<file path="config.mk">
export PLATFORM = sky130hd
export DESIGN_NAME = dint_unit
export DESIGN_NICKNAME = d
export VERILOG_FILES = /design/src/rtl/dint_pkg.sv /design/src/rtl/dint_regs.sv /design/src/rtl/dint_capture.sv /design/src/rtl/dint_pin.sv /design/src/rtl/dint_unit.sv
export SDC_FILE = /design/constraint.sdc
export NUM_CORES = 1
export LEC_CHECK = 0
export ABC_AREA = 1
export BUFFER_PORTS_ARGS = -buffer_cell sky130_fd_sc_hd__buf_2
export CORE_ASPECT_RATIO = 1.4
export CORE_MARGIN = 8
export CORE_UTILIZATION = 30
export CTS_CLUSTER_SIZE = 24
export DETAILED_ROUTE_END_ITERATION = 6
export PLACE_DENSITY = 0.59
export SYNTH_ARGS = -nofsm -noshare
export SYNTH_HDL_FRONTEND = slang
export SYNTH_SLANG_ARGS = --single-unit
</file>
<file path="constraint.sdc">
create_clock -name clk_i -period 5 [get_ports clk_i]
set_clock_uncertainty 0.15 [all_clocks]
set_input_delay 1.5 -clock clk_i [delete_from_list [all_inputs] [get_ports clk_i]]
set_output_delay 1.5 -clock clk_i [all_outputs]
set_load 0.05 [all_outputs]
</file>
<file path="src/rtl/dint_pkg.sv">
package dint_pkg;
  localparam int NUM_BUS_EVT = 6;

  typedef enum logic [7:0] {
    CMD_STAT_RD  = 8'hC0,
    CMD_STAT_CLR = 8'hC1,
    CMD_EN_WR    = 8'hC2,
    CMD_EN_RD    = 8'hC3,
    CMD_CFG_WR   = 8'hBA,
    CMD_CFG_RD   = 8'hBB
  } cmd_e;

  typedef struct packed {
    logic pol;     // 1: active high
    logic pulse;   // 1: pulse mode
    logic irq_en;  // global pin enable
  } cfg_t;
endpackage

</file>
<file path="src/rtl/dint_regs.sv">
module dint_regs
  import dint_pkg::*;
#(
  parameter int REG_W  = 32,
  parameter int WORD_W = 16
) (
  input  logic              clk_i,
  input  logic              rst_ni,
  input  logic              cmd_we_i,
  input  logic [7:0]        cmd_i,
  input  logic              data_we_i,
  input  logic              data_re_i,
  input  logic [WORD_W-1:0] wr_data_i,
  input  logic [REG_W-1:0]  status_i,
  output logic [WORD_W-1:0] rd_data_o,
  output logic [REG_W-1:0]  enable_o,
  output logic [REG_W-1:0]  clr_mask_o,
  output logic              en_wr_o,
  output cfg_t              cfg_o
);
  localparam int NWORDS = REG_W / WORD_W;
  localparam int IDX_W  = (NWORDS > 1) ? $clog2(NWORDS) : 1;

  logic [7:0]                   cmd_q;
  logic [IDX_W-1:0]             idx_q;
  logic [NWORDS-1:0][WORD_W-1:0] en_q, st_w, clr_w;
  cfg_t                         cfg_q;

  assign st_w = status_i;

  always_ff @(posedge clk_i or negedge rst_ni) begin
    if (!rst_ni) begin
      cmd_q <= '0;
      idx_q <= '0;
    end else if (cmd_we_i) begin
      cmd_q <= cmd_i;
      idx_q <= '0;
    end else if (data_we_i || data_re_i) begin
      idx_q <= idx_q + 1'b1;
    end
  end

  assign en_wr_o = data_we_i && (cmd_q == CMD_EN_WR);

  always_ff @(posedge clk_i or negedge rst_ni) begin
    if (!rst_ni) en_q <= '0;
    else if (en_wr_o) en_q[idx_q] <= wr_data_i;
  end

  always_ff @(posedge clk_i or negedge rst_ni) begin
    if (!rst_ni) cfg_q <= '0;
    else if (data_we_i && cmd_q == CMD_CFG_WR && idx_q == '0)
      cfg_q <= cfg_t'(wr_data_i[2:0]);
  end

  for (genvar w = 0; w < NWORDS; w++) begin : g_clr
    assign clr_w[w] = (data_we_i && cmd_q == CMD_STAT_CLR && idx_q == IDX_W'(w))
                      ? wr_data_i : '0;
  end

  always_comb begin
    rd_data_o = '0;
    case (cmd_q)
      CMD_EN_RD:   rd_data_o = en_q[idx_q];
      CMD_STAT_RD: rd_data_o = st_w[idx_q];
      CMD_CFG_RD:  if (idx_q == '0) rd_data_o = WORD_W'(cfg_q);
      default:     rd_data_o = '0;
    endcase
  end

  assign enable_o   = en_q;
  assign clr_mask_o = clr_w;
  assign cfg_o      = cfg_q;
endmodule

</file>
<file path="src/rtl/dint_capture.sv">
module dint_capture #(
  parameter int REG_W = 32
) (
  input  logic             clk_i,
  input  logic             rst_ni,
  input  logic [REG_W-1:0] evt_i,
  input  logic [REG_W-1:0] enable_i,
  input  logic [REG_W-1:0] clr_i,
  output logic [REG_W-1:0] status_o,
  output logic             new_o
);
  logic [REG_W-1:0] evt_q, set_w, status_q;

  // enable sampled as held before this edge; late enable sees no edge
  assign set_w = evt_i & ~evt_q & enable_i;

  always_ff @(posedge clk_i or negedge rst_ni) begin
    if (!rst_ni) begin
      evt_q    <= '0;
      status_q <= '0;
    end else begin
      evt_q    <= evt_i;
      status_q <= (status_q & ~clr_i) | set_w;  // set wins
    end
  end

  assign status_o = status_q;
  assign new_o    = |set_w;
endmodule

</file>
<file path="src/rtl/dint_pin.sv">
module dint_pin
  import dint_pkg::*;
#(
  parameter int PULSE_CYC = 8
) (
  input  logic clk_i,
  input  logic rst_ni,
  input  cfg_t cfg_i,
  input  logic pending_i,
  input  logic new_i,
  output logic int_o
);
  localparam int CNT_W = $clog2(PULSE_CYC + 1);

  logic [CNT_W-1:0] cnt_q;
  logic             active;

  always_ff @(posedge clk_i or negedge rst_ni) begin
    if (!rst_ni) cnt_q <= '0;
    else if (cfg_i.pulse && cfg_i.irq_en && new_i) cnt_q <= CNT_W'(PULSE_CYC);
    else if (cnt_q != '0) cnt_q <= cnt_q - 1'b1;
  end

  assign active = cfg_i.irq_en && (cfg_i.pulse ? (cnt_q != '0) : pending_i);
  assign int_o  = cfg_i.pol ? active : ~active;
endmodule

</file>
<file path="src/rtl/dint_unit.sv">
module dint_unit
  import dint_pkg::*;
#(
  parameter int N_EP      = 14,
  parameter int REG_W     = 32,
  parameter int WORD_W    = 16,
  parameter int PULSE_CYC = 8
) (
  input  logic              clk_i,
  input  logic              rst_ni,
  input  logic              cmd_we_i,
  input  logic [7:0]        cmd_i,
  input  logic              data_we_i,
  input  logic              data_re_i,
  input  logic [WORD_W-1:0] wr_data_i,
  output logic [WORD_W-1:0] rd_data_o,
  input  logic [NUM_BUS_EVT-1:0] bus_evt_i,
  input  logic [N_EP-1:0]   ep_evt_i,
  output logic              int_o
);
  localparam int EVT_N = NUM_BUS_EVT + N_EP;

  logic [REG_W-1:0] evt_all, enable, status, clr_mask;
  logic             en_wr, new_evt;
  cfg_t             cfg;

  assign evt_all = REG_W'({ep_evt_i, bus_evt_i});

  dint_regs #(.REG_W(REG_W), .WORD_W(WORD_W)) u_regs (
    .clk_i, .rst_ni, .cmd_we_i, .cmd_i, .data_we_i, .data_re_i, .wr_data_i,
    .status_i(status), .rd_data_o, .enable_o(enable), .clr_mask_o(clr_mask),
    .en_wr_o(en_wr), .cfg_o(cfg)
  );

  dint_capture #(.REG_W(REG_W)) u_cap (
    .clk_i, .rst_ni, .evt_i(evt_all), .enable_i(enable), .clr_i(clr_mask),
    .status_o(status), .new_o(new_evt)
  );

  dint_pin #(.PULSE_CYC(PULSE_CYC)) u_pin (
    .clk_i, .rst_ni, .cfg_i(cfg), .pending_i(|status), .new_i(new_evt), .int_o
  );
endmodule

</file>
==> results.toml <==
[cts]
ctsResizeCount = 0
cts_buffer_depth = 2
cts_setup_buffers = 0
clock_sinks = 100
cts_tree = "built"
cts_hold_buffers = 0
cts_root_buffer = "clkbuf_16"
cts.clk_slew.worst_paths_ps = 70
htreeDepth = 3
cts_made_buffers = 9
clock_latency_ps = 350

[critical_path]
crit_path_start_kind = "flip-flop"
r2r-end = "u_cap.status_o[22]"
crit_type = "reg2out"
reg2regPathDepth = 6
end_kind = "output pin"
endpoint = "rd_data_o[0]"
cp_data_arrival_time_ps = 2230
crit_fanout = 16
cp.required_ps = 3350
r2r-start = "u_regs.cmd_q[5]"
critPathLaunch = "u_regs.cmd_q[5]"
rrSetupSlack_ps = 3040

[finish]
area_delta_synth_final_pct = 15.70
nets = 701
layout-drive-gt1-share = 0.1847
final_core_util = 0.3512

[synth]
yosys-top-cells-count = "nand2_1 (238), dfrtp_1 (100), inv_1 (59), nand3_1 (53), nor2_1 (29)"
synth_nets = 643
synth_area_mm2 = 0.004846
async_flop_share = 1.000
synth-seq-area-share = 0.5164
synthDistinctLibCells = 26
synth_top_area_frac = 0.5164
ys.flop_type = "dfrtp_1"
ys_warn_count = 0
yosysTopAreaCell = "dfrtp_1"
synth_edf_count = 0
synth_area_leaders = "dfrtp_1 (52%), nand2_1 (18%), nand3_1 (5.5%)"
synth_most_common_cell = "nand2_1"
syn_inst = 592
syn_avg_cell_area_um2 = 8.186
synth_seq_cells = 100

[power]
ir_drop_mv = 0.1546
p_leak_uw = 0.003031
power_density_mw_per_mm2 = 363.3
finalPower_uw = 2037

[global_route]
grt_overflow = 0
grt_pass1_vias = 3932
grt_pass1_wl_mm = 20.58
grt_usage = 0.1287
grt_max_degree = 40
grt_antenna_before_repair = 0

[sta]
setup_viol = 0
setup_ws_ps = 1117
whs_ps = 324.3
timing.fmax_mhz = 257.6
worst_pin_slew_ps = 827.9
max_slew_margin = 0.4463
rsz0062_at_grt = "false"
min_period_ps = 3883
setup_tns_ps = 0
period_share = 0.7765
final-hold-violation-count = 0
slew_viol_final = 0

[floorplanning]
start_util = 0.3035
chipHeight_um = 166.4
dieArea_mm2 = 0.02053
num_rows = 55
die_w_um = 123.4
core-area_mm2 = 0.01597
io_pins = 66

[worst_hold_path]
hold_path.class = "reg2reg"

[flow_run]
maxCapViolCount = 0

[routing]
routed_wirelength_mm = 12.56
top_layer = "met4"
wl_per_cell_um = 14.69
wl_met2_mm = 6.437
drc = 0
drt-met1-wl_mm = 5.482
met3_length_um = 466
ant_nets = 0
drt_iter0_drc = 254
via_per_inst = 4.523
dr_total_vias = 3867
drt_pre_antenna_iters = 4

[place]
place_hpwl_mm = 9.127
place_ws_ps = 1413
port_buffers = 65
gp_congestion = 0.7491

[status]
outcome = "completed"
per-stage QoR:
step / cell area, um2 / instances
after floorplan: 4846 / 592
after global placement: 5301 / 838
after detailed placement: 5301 / 838
after CTS: 5604 / 854
after global routing: 5604 / 854
final: 5607 / 855
where the power goes:
part	switching [uW]	leakage, uW	total (uW)	internal (uW)
Combinational	225	0.00159	352	127
Clock	309	0.000144	710	401
Sequential	69.7	0.00129	974	905
critical path, stage by stage, from the launching register on:
cell and delay, ps:
dfrtp_1 420, nor2_4 130, nand4_4 160, nor3_4 680, nand2_1 120, nand3_1 110
buf_2 260
registers in the layout, summed over array words and instances (netlist names):
signal           cells
u_regs.cfg_o         3
u_regs.cmd_q         8
u_cap.evt_q         20
u_regs.idx_q         1
u_pin.cnt_q          4
u_regs.enable_o     32
u_cap.status_o      32
routing by layer:
layer  track usage  up-vias
met5             0        -
met4       0.05360        0
met3       0.01667       12
met2        0.2167       61
met1        0.1597     1826
li1              -     1968
cell type report:
class                      count  area [um2]
inverter                      60       225.2
sequential                   100        2504
fill                        1707       10360
antenna                        1       2.502
clock inverter                 6       63.81
timing repair buffer          70       365.4
tap                          199       249.0
clock buffer                  10       239.0
multi-input combinational    409        1958
cell families after synthesis:
logic type                 share of synthesized area
xor gates and xnor gates                    0.003615
AOI/OAI and AO/OA                            0.06662
adders and majority gates                   0.005163
and+or+nand+nor                               0.3173
buffers and inverters                        0.07952
muxes                                        0.01136
DFF                                           0.5164
placed cells by master (no fill, tap or decap), types with 4 or more instances in the layout:
cell       synthesis  layout
nand2_1          238     238
nor2_1            29      29
nand4_1            4       4
mux2_2             4       4
buf_4              4       6
o21ai_2           18      18
dfrtp_1          100      99
clkbuf_16          0       9
o21ai_0           16      16
nor2_4             5       5
o21ai_1           17      17
inv_1             59      59
nand3_1           53      53
buf_2              5      64
nand3b_1          11      11
worst min path at each step:
stage,start,endpoint,depth (start not counted)
after floorplan,u_cap.status_o[25],u_cap.status_o[25],2
after global placement,u_cap.status_o[28],u_cap.status_o[28],2
after detailed placement,u_cap.status_o[28],u_cap.status_o[28],2
after CTS,u_cap.status_o[28],u_cap.status_o[28],2
after global routing,u_cap.status_o[25],u_cap.status_o[25],2
final,u_cap.status_o[28],u_cap.status_o[28],2
(Power assumes the default switching activity.)
